[config.mk]
export PLATFORM = sky130hd
export DESIGN_NAME = mii_rx_aligner
export DESIGN_NICKNAME = d
export VERILOG_FILES = /design/src/rtl/mii_rx_pkg.sv /design/src/rtl/mii_rx_ctrl.sv /design/src/rtl/mii_rx_datapath.sv /design/src/rtl/mii_rx_sideband.sv /design/src/rtl/mii_rx_aligner.sv
export SDC_FILE = /design/constraint.sdc
export NUM_CORES = 1
export LEC_CHECK = 0
export BUFFER_PORTS_ARGS = -buffer_cell sky130_fd_sc_hd__buf_2
export CAP_MARGIN = 20
export CORE_MARGIN = 3
export CORE_UTILIZATION = 45
export CTS_CLUSTER_DIAMETER = 80
export CTS_CLUSTER_SIZE = 16
export DETAILED_ROUTE_END_ITERATION = 8
export MAX_ROUTING_LAYER = met4
export PLACE_DENSITY = 0.72
export SYNTH_ARGS = -nofsm -noshare
export SYNTH_HDL_FRONTEND = slang
export SYNTH_HIERARCHICAL = 1
export SYNTH_SLANG_ARGS = --single-unit
[constraint.sdc]
create_clock -name clk -period 1.2 [get_ports clk]
set_input_delay 0.12 -clock clk [delete_from_list [all_inputs] [get_ports clk]]
set_output_delay 0.12 -clock clk [all_outputs]
set_load 0.1 [all_outputs]
[src/rtl/mii_rx_pkg.sv]
package mii_rx_pkg;
  localparam int NIB_W  = 4;
  localparam int BYTE_W = 2 * NIB_W;

  localparam logic [NIB_W-1:0] PRE_NIB  = 4'h5;
  localparam logic [NIB_W-1:0] SFD_NIB  = 4'hD;
  localparam logic [NIB_W-1:0] LPI_CODE = 4'h1;
  localparam logic [NIB_W-1:0] FC_CODE  = 4'hE;

  typedef enum logic [1:0] {
    ST_HUNT = 2'd0,
    ST_PRE  = 2'd1,
    ST_LOW  = 2'd2,
    ST_HIGH = 2'd3
  } rxState_t;

  typedef struct packed {
    logic startFrame;
    logic takeLow;
    logic takeHigh;
    logic closeFrame;
    logic oddClose;
  } rxStrobe_t;
endpackage

[src/rtl/mii_rx_ctrl.sv]
module mii_rx_ctrl
  import mii_rx_pkg::*;
(
  input  logic             clk,
  input  logic             rstN,
  input  logic [NIB_W-1:0] rxData,
  input  logic             rxValid,
  output rxStrobe_t        strobe
);
  rxState_t state, nextState;

  always_comb begin
    nextState = state;
    strobe    = '0;
    unique case (state)
      ST_HUNT: begin
        if (rxValid && rxData == PRE_NIB) nextState = ST_PRE;
      end
      ST_PRE: begin
        if (!rxValid) begin
          nextState = ST_HUNT;
        end else if (rxData == SFD_NIB) begin
          nextState         = ST_LOW;
          strobe.startFrame = 1'b1;
        end else if (rxData != PRE_NIB) begin
          nextState = ST_HUNT;
        end
      end
      ST_LOW: begin
        if (rxValid) begin
          nextState      = ST_HIGH;
          strobe.takeLow = 1'b1;
        end else begin
          nextState         = ST_HUNT;
          strobe.closeFrame = 1'b1;
        end
      end
      ST_HIGH: begin
        if (rxValid) begin
          nextState       = ST_LOW;
          strobe.takeHigh = 1'b1;
        end else begin
          nextState         = ST_HUNT;
          strobe.closeFrame = 1'b1;
          strobe.oddClose   = 1'b1;
        end
      end
      default: nextState = ST_HUNT;
    endcase
  end

  always_ff @(posedge clk) begin
    if (!rstN) state <= ST_HUNT;
    else       state <= nextState;
  end
endmodule

[src/rtl/mii_rx_datapath.sv]
module mii_rx_datapath
  import mii_rx_pkg::*;
(
  input  logic              clk,
  input  logic              rstN,
  input  logic [NIB_W-1:0]  rxData,
  input  logic              rxErr,
  input  rxStrobe_t         strobe,
  output logic [BYTE_W-1:0] byteData,
  output logic              byteValid,
  output logic              frameStart,
  output logic              frameEnd,
  output logic              endDecodeErr,
  output logic              endAlignErr
);
  logic [NIB_W-1:0] lowNib;
  logic             errAcc;
  logic             firstPend;

  always_ff @(posedge clk) begin
    if (!rstN) begin
      lowNib       <= '0;
      errAcc       <= 1'b0;
      firstPend    <= 1'b0;
      byteData     <= '0;
      byteValid    <= 1'b0;
      frameStart   <= 1'b0;
      frameEnd     <= 1'b0;
      endDecodeErr <= 1'b0;
      endAlignErr  <= 1'b0;
    end else begin
      byteValid    <= 1'b0;
      frameStart   <= 1'b0;
      frameEnd     <= 1'b0;
      endDecodeErr <= 1'b0;
      endAlignErr  <= 1'b0;
      if (strobe.startFrame) begin
        errAcc    <= 1'b0;
        firstPend <= 1'b1;
      end
      if (strobe.takeLow) begin
        lowNib <= rxData;
        errAcc <= errAcc | rxErr;
      end
      if (strobe.takeHigh) begin
        byteData   <= {rxData, lowNib};
        byteValid  <= 1'b1;
        frameStart <= firstPend;
        firstPend  <= 1'b0;
        errAcc     <= errAcc | rxErr;
      end
      if (strobe.closeFrame) begin
        frameEnd     <= 1'b1;
        endDecodeErr <= errAcc;
        endAlignErr  <= strobe.oddClose;
        firstPend    <= 1'b0;
      end
    end
  end
endmodule

[src/rtl/mii_rx_sideband.sv]
module mii_rx_sideband
  import mii_rx_pkg::*;
#(
  parameter int SYNC_STAGES = 2
) (
  input  logic             clk,
  input  logic             rstN,
  input  logic [NIB_W-1:0] rxData,
  input  logic             rxValid,
  input  logic             rxErr,
  input  logic             crsAsync,
  input  logic             colAsync,
  output logic             lowPowerIdle,
  output logic             falseCarrier,
  output logic             phyMissing
);
  logic [SYNC_STAGES-1:0] crsChain;
  logic [SYNC_STAGES-1:0] colChain;

  genvar g;
  generate
    for (g = 0; g < SYNC_STAGES; g++) begin : g_sync
      if (g == 0) begin : g_first
        always_ff @(posedge clk) begin
          if (!rstN) begin
            crsChain[0] <= 1'b0;
            colChain[0] <= 1'b0;
          end else begin
            crsChain[0] <= crsAsync;
            colChain[0] <= colAsync;
          end
        end
      end else begin : g_next
        always_ff @(posedge clk) begin
          if (!rstN) begin
            crsChain[g] <= 1'b0;
            colChain[g] <= 1'b0;
          end else begin
            crsChain[g] <= crsChain[g-1];
            colChain[g] <= colChain[g-1];
          end
        end
      end
    end
  endgenerate

  logic oobCode;
  assign oobCode = !rxValid && rxErr;

  always_ff @(posedge clk) begin
    if (!rstN) begin
      lowPowerIdle <= 1'b0;
      falseCarrier <= 1'b0;
      phyMissing   <= 1'b0;
    end else begin
      lowPowerIdle <= oobCode && (rxData == LPI_CODE);
      falseCarrier <= oobCode && (rxData == FC_CODE);
      phyMissing   <= colChain[SYNC_STAGES-1] && !crsChain[SYNC_STAGES-1];
    end
  end
endmodule

[src/rtl/mii_rx_aligner.sv]
module mii_rx_aligner
  import mii_rx_pkg::*;
#(
  parameter int SYNC_STAGES = 2
) (
  input  logic              clk,
  input  logic              rstN,
  input  logic [NIB_W-1:0]  rxData,
  input  logic              rxValid,
  input  logic              rxErr,
  input  logic              crsAsync,
  input  logic              colAsync,
  output logic [BYTE_W-1:0] byteData,
  output logic              byteValid,
  output logic              frameStart,
  output logic              frameEnd,
  output logic              endDecodeErr,
  output logic              endAlignErr,
  output logic              lowPowerIdle,
  output logic              falseCarrier,
  output logic              phyMissing
);
  rxStrobe_t strobe;

  mii_rx_ctrl u_ctrl (
    .clk     (clk),
    .rstN    (rstN),
    .rxData  (rxData),
    .rxValid (rxValid),
    .strobe  (strobe)
  );

  mii_rx_datapath u_data (
    .clk          (clk),
    .rstN         (rstN),
    .rxData       (rxData),
    .rxErr        (rxErr),
    .strobe       (strobe),
    .byteData     (byteData),
    .byteValid    (byteValid),
    .frameStart   (frameStart),
    .frameEnd     (frameEnd),
    .endDecodeErr (endDecodeErr),
    .endAlignErr  (endAlignErr)
  );

  mii_rx_sideband #(.SYNC_STAGES(SYNC_STAGES)) u_side (
    .clk          (clk),
    .rstN         (rstN),
    .rxData       (rxData),
    .rxValid      (rxValid),
    .rxErr        (rxErr),
    .crsAsync     (crsAsync),
    .colAsync     (colAsync),
    .lowPowerIdle (lowPowerIdle),
    .falseCarrier (falseCarrier),
    .phyMissing   (phyMissing)
  );
endmodule

==> results.cfg, run 1 <==
[floorplan]
coreArea_mm2 = 0.002062
num_rows = 16
initial_core_util_pct = 50.12
die_x_um = 53.93
ios = 26
design.die.area_mm2 = 0.002908
die_y_um = 53.93

[setup_path]
startpoint_type = register
crit_fanout = 12
end_kind = register
max_stage_delay_ns = 0.42
setup.worst_path.class = register to register
crit_family = flip-flops
crit_path_cell_trace = and3_4 > mux2i_1 > nor2b_1
cp.required_ns = 1.42
crit_arrival_ns = 1.34
slowest_stage = dfxtp_1
critPathBufInv = 0

[power_and_ir_drop]
p_per_area_mw_per_mm2 = 1088
power_leakage_nw = 0.4961
ir_worst_vdd_mv = 0.7105

[flow_run]
cap_viol_max_count = 0

[layout]
stdcell_count = 144
layout.nets = 129
final_area_mm2 = 0.001272
drive_gt1_share_pct = 43.59
layout_common_cells = dfxtp_1 (20), mux2i_1 (12), nor2b_1 (12)
area_delta_synth_final_pct = 23.12
final_common_cell = dfxtp_1
num_antenna_cells = 0

[placed_design]
dpl_cell_area_mm2 = 0.001196
portBuffers = 25
placedCellCount = 140
hpwl_um = 1257
gp_congestion = 0.7560

[synthesis]
synth.cell_area_mm2 = 0.001033
synthCells = 89
syn_nets = 99
ys_warn_count = 6
synth.largest_area_cell = dfxtp_1
seq_area_frac_synth_pct = 54.24
ys_seq_elements = 28
yosysUniqueCellTypes = 26
synth_top_area_share_pct = 54.24
netlist_top_cells_area = dfxtp_1 (54%), mux2i_1 (12%), nor2b_1 (7.3%)
synth_area_per_cell_um2 = 11.61

[sta]
hold_viol = 0
grt_setup_unrepaired = false
clock.fmax_mhz = 892.8
worstMarginPinSlew_ns = 0.3165
relSlewSlack_pct = 78.90
period_share_pct = 93.34
period_minus_slack_ns = 1.120
drv_slew = 0
clock_skew_ns = 0.006217
setup_violations = 0
tns_ns = 0

[global_routing]
grt_use_total_pct = 14.79
grt_max_degree = 22
first_global_vias = 687
antenna_found_initial = 0
grt_first_pass_wirelength_um = 2960
overflow = 0

[clock_network]
clkSlewWorstSetupHoldPaths_ns = 0.14
root_buffer = clkbuf_4
htree_levels = 1
cts_tree = done
cts_buffer_depth = 2
clk-insertion-delay-late_ns = 0.31
cts_sinks = 28
cts_made_buffers = 3

[route]
viasPerCell = 4.931
ant_nets = 0
first_pass_iters = 3
drt_iter0_drc = 4
routedWlPerCell_um = 12.19
wirelength_um = 1756
vias = 710
drc = 0

[status]
status = completed

[min_path]
hp-class = input port to register
[cell families (layout without fill, tap and decap cells)]
group / after synthesis / in the layout / share of synthesized area, %
simple gates: 42 / 42 / 28.69
flops: 28 / 28 / 54.24
mux: 12 / 12 / 11.62
compound gates: 4 / 4 / 3.390
buf+inv: 3 / 31 / 2.058
[where the power goes]
group | switching (mW) | internal [mW]
logic | 0.0450 | 0.0345
registers | 0.00172 | 0.937
clock network | 0.249 | 0.117
total | 0.296 | 1.09
[worst register-to-register path, delay by kind of cell (launching register included)]
kind,cells,cell delay [ns]
multiplexers,1,0.21
flip-flops,1,0.42
AND/OR/NAND/NOR,2,0.39
[path summary, 6_finish.rpt]
kind | endpoint | slack, ns | cells after the start | from
setup reg to reg | u_data/byteData[0]$_SDFFE_PN0P_ | 0.08 | 3 | u_ctrl/state[0]$_SDFFE_PN0P_
hold reg to reg | u_side/colChain[1]$_SDFF_PN0_ | 0.46 | 1 | u_side/colChain[0]$_SDFF_PN0_
setup / recovery | u_data/byteData[0]$_SDFFE_PN0P_ | 0.08 | 3 | u_ctrl/state[0]$_SDFFE_PN0P_
hold / removal | u_side/colChain[0]$_SDFF_PN0_ | 0.02 | 2 | colAsync
[stage by stage]
stage | utilization, % | setup WS (ns) | hold WS [ns] | power [mW]
after CTS | 60.86 | 0.002082 | 0.004292 | 1.410
after global placement | 58.01 | 0.05609 | 0.3350 | 1.035
after detailed placement | 58.01 | 0.005818 | 0.3387 | 1.037
final | 61.71 | 0.07990 | 0.01981 | 1.385
after global routing | 61.71 | 0.004682 | 0.01015 | 1.450
after floorplan | - | 0.08122 | 0.1910 | 0.9945
[flip-flops by register name (all words and copies together), names as in the netlist]
name and count:
u_side/colChain 2, u_data/frameStart 1, u_data/firstPend 1, u_ctrl/state 2, u_data/lowNib 4, u_data/byteValid 1
u_side/phyMissing 1, u_side/lowPowerIdle 1, u_data/errAcc 1, u_data/byteData 8, u_side/falseCarrier 1, u_data/endDecodeErr 1
u_data/frameEnd 1, u_side/crsChain 2, u_data/endAlignErr 1
[synthesized netlist by cell type]
cell,number
buf_6,1
o41ai_2,1
nand2b_1,2
and2_2,4
and3b_2,2
buf_2,2
o22ai_1,1
nand2_2,1
nor3_1,1
nand3b_1,1
nand3b_2,1
a21boi_1,1
nand3_1,2
nor2b_2,1
and3_1,3
o21ai_0,1
nand4b_1,3
nor4b_2,1
nor4_2,1
nor2_1,2
nor2b_1,12
nand2_1,1
and2_1,3
dfxtp_1,28
mux2i_1,12
and3_2,1
[area by class of cell]
class	instances	area [um2]
fillers	173	789.5
flip-flops and latches	28	570.5
multi-input cells	58	455.4
repair buffers	28	190.2
well taps	27	33.78
clock buffers	3	22.52
[per-layer routing]
metal / share of wire, % / GRT usage, %
met5: 0 / -
met3: 4.6 / 2.493
met2: 49 / 23.39
met1: 45 / 17.44
met4: 1.3 / 8.936
[repair_timing]
item | 4_1_cts | 5_1_grt
setup buffers | 0 | 0
hold endpoints to repair | 1 | 0
setup endpoints to repair | 11 | 7
hold buffers | 1 | 0
pin swaps | 0 | 0
gates resized for setup | 10 | 7
Power figures use the tool's default switching activity.
==> inputs of run 2 (changes only) <==
--- a/config.mk
+++ b/config.mk
@@ -8,12 +8,12 @@
 export BUFFER_PORTS_ARGS = -buffer_cell sky130_fd_sc_hd__buf_2
 export CAP_MARGIN = 20
 export CORE_MARGIN = 3
-export CORE_UTILIZATION = 45
+export CORE_UTILIZATION = 40
 export CTS_CLUSTER_DIAMETER = 80
 export CTS_CLUSTER_SIZE = 16
 export DETAILED_ROUTE_END_ITERATION = 8
 export MAX_ROUTING_LAYER = met4
-export PLACE_DENSITY = 0.72
+export PLACE_DENSITY = 0.65
 export SYNTH_ARGS = -nofsm -noshare
 export SYNTH_HDL_FRONTEND = slang
 export SYNTH_HIERARCHICAL = 1
==> run 2 against run 1 <==
Effect of this change:
- clock power is 23% higher
- critical path depth stayed put
- global-route usage is 2.5 points lower
- combinational power is 7.9% higher
- flip-flop and latch count stayed put
- sequential power hardly changed
- hold slack worse by 0.0067 ns
- final area is 3.2% higher
- sequential share of layout area is 1.3 points lower
- core utilization is 5.6 points lower
- routed wire length is 5.6% higher
- via count is 3.5% higher
- largest cell class unchanged
- largest power group unchanged
==> results.cfg, run 2 (synthesis gave the netlist of run 1 again) <==
[route]
dr.max_layer_used = met4
drt_iter0_drc = 4
met1Wirelength_um = 858
drc = 0
routedWlPerCell_um = 12.45
wl_met2_um = 880
met3WireLength_um = 109
first_pass_iters = 4
vias = 735
ant_nets = 0
wirelength_um = 1855
viasPerCell = 4.933

[setup_path]
timing.rr.start = u_ctrl/state[0]$_SDFFE_PN0P_
startpoint_type = register
max_stage_delay_ns = 0.44
critPathBufInv = 0
slowest_stage = dfxtp_1
crit_start = u_ctrl/state[0]$_SDFFE_PN0P_
end_kind = register
crit_fanout = 7
crit_path_cell_trace = and3_4 > mux2i_1 > nor2b_1
cp.required_ns = 1.43
crit_arrival_ns = 1.33
setup.worst_path.class = register to register
crit_family = flip-flops

[sta]
hold_viol = 0
drv_slew = 0
fin_hold_ws_ns = 0.01308
grt_setup_unrepaired = false
relSlewSlack_pct = 82.19
period_share_pct = 91.31
setup_violations = 0
clock_skew_ns = 0.005007
fin_ws_ns = 0.1043
clock.fmax_mhz = 912.7
worstMarginPinSlew_ns = 0.2651
period_minus_slack_ns = 1.096

[layout]
largest_register_ffs = 8
multiInputGateArea_um2 = 462.9
layout.nets = 132
largest_registers = u_data/byteData (8), u_data/lowNib (4)
area_delta_synth_final_pct = 27.12
nFillCells = 220
final_area_mm2 = 0.001314
num_antenna_cells = 0
layout_common_cells = buf_4 (19), dfxtp_1 (19), mux2i_1 (12), nor2b_1 (12)
regMostFlops = u_data/byteData
ff_latch_area_um2 = 571.8
drive_gt1_share_pct = 45.45

[floorplan]
num_rows = 17
die_x_um = 56.83
ios = 26
design.die.area_mm2 = 0.003230
die_y_um = 56.83
initial_core_util_pct = 44.17
coreArea_mm2 = 0.002340

[placed_design]
gp_congestion = 0.7597
dpl_cell_area_mm2 = 0.001205
dp_slack_ns = -0.01357
portBuffers = 25
hpwl_um = 1267

[power_and_ir_drop]
finalPower_mw = 1.476
ir_worst_vdd_mv = 0.9020
power_leakage_nw = 0.5223
p_per_area_mw_per_mm2 = 1123

[min_path]
min_from = colAsync
hp-class = input port to register

[clock_network]
root_buffer = clkbuf_4
cts_tree = done
clk-insertion-delay-late_ns = 0.32
cts_buffer_depth = 2
clkSlewWorstSetupHoldPaths_ns = 0.14
cts_sinks = 28
cts_made_buffers = 3
htree_levels = 1
postCtsSetupRepairBufs = 0

[global_routing]
first_global_vias = 704
overflow = 0
grt_first_pass_wirelength_um = 3049
antenna_found_initial = 0
grt_use_total_pct = 12.29
grt_max_degree = 19

[status]
status = completed

[flow_run]
cap_viol_max_count = 0
run 2: changes by cell type in the layout (fill, tap and decap cells not counted), sizes merged:
cell / previous run / this run
buf: 20 / 28
clkbuf: 10 / 4
and3: 4 / 5
dlygate4sd3: 1 / 2
run 2: metrics by stage:
step	cells	util, %	TNS (ns)
final	149	56.15	0
after global routing	149	56.15	0
after CTS	147	55.35	0
after detailed placement	142	51.50	-0.02811
after global placement	142	51.50	0
after floorplan	89	-	0
run 2: final cells by class:
| class | count | share of cell area (%) |
|---|---|---|
| clock buffers | 4 | 2.762 |
| multi-input cells | 59 | 35.24 |
| flip-flops and latches | 28 | 43.52 |
| well taps | 28 | 2.667 |
| repair buffers | 30 | 15.81 |
run 2: repair_timing:
| action | 4_1_cts | 5_1_grt |
|---|---|---|
| resized for setup | 17 | 1 |
| gates cloned | 0 | 1 |
| setup endpoints to repair | 24 | 8 |
| endpoints found under the hold margin | 1 | 1 |
| pin swaps | 0 | 1 |
| hold buffers | 1 | 1 |
run 2: where the power goes:
group	switching [mW]	internal, mW
sequential	0.00177	0.937
clock	0.265	0.186
combinational	0.0469	0.0389
run 2: worst paths after layout:
kind	to	slack, ns	cells after the start
min	u_side/colChain[0]$_SDFF_PN0_	0.01	2
max reg2reg	u_data/byteData[1]$_SDFFE_PN0P_	0.10	3
max	u_data/byteData[1]$_SDFFE_PN0P_	0.10	3
min reg2reg	u_side/crsChain[1]$_SDFF_PN0_	0.46	1
run 2: routing by layer:
| metal | global-route usage [%] | vias up |
|---|---|---|
| met2 | 20.63 | 17 |
| met3 | 5.057 | 2 |
| li1 | - | 370 |
| met4 | 1.987 | 0 |
| met1 | 13.97 | 346 |
| met5 | - | - |
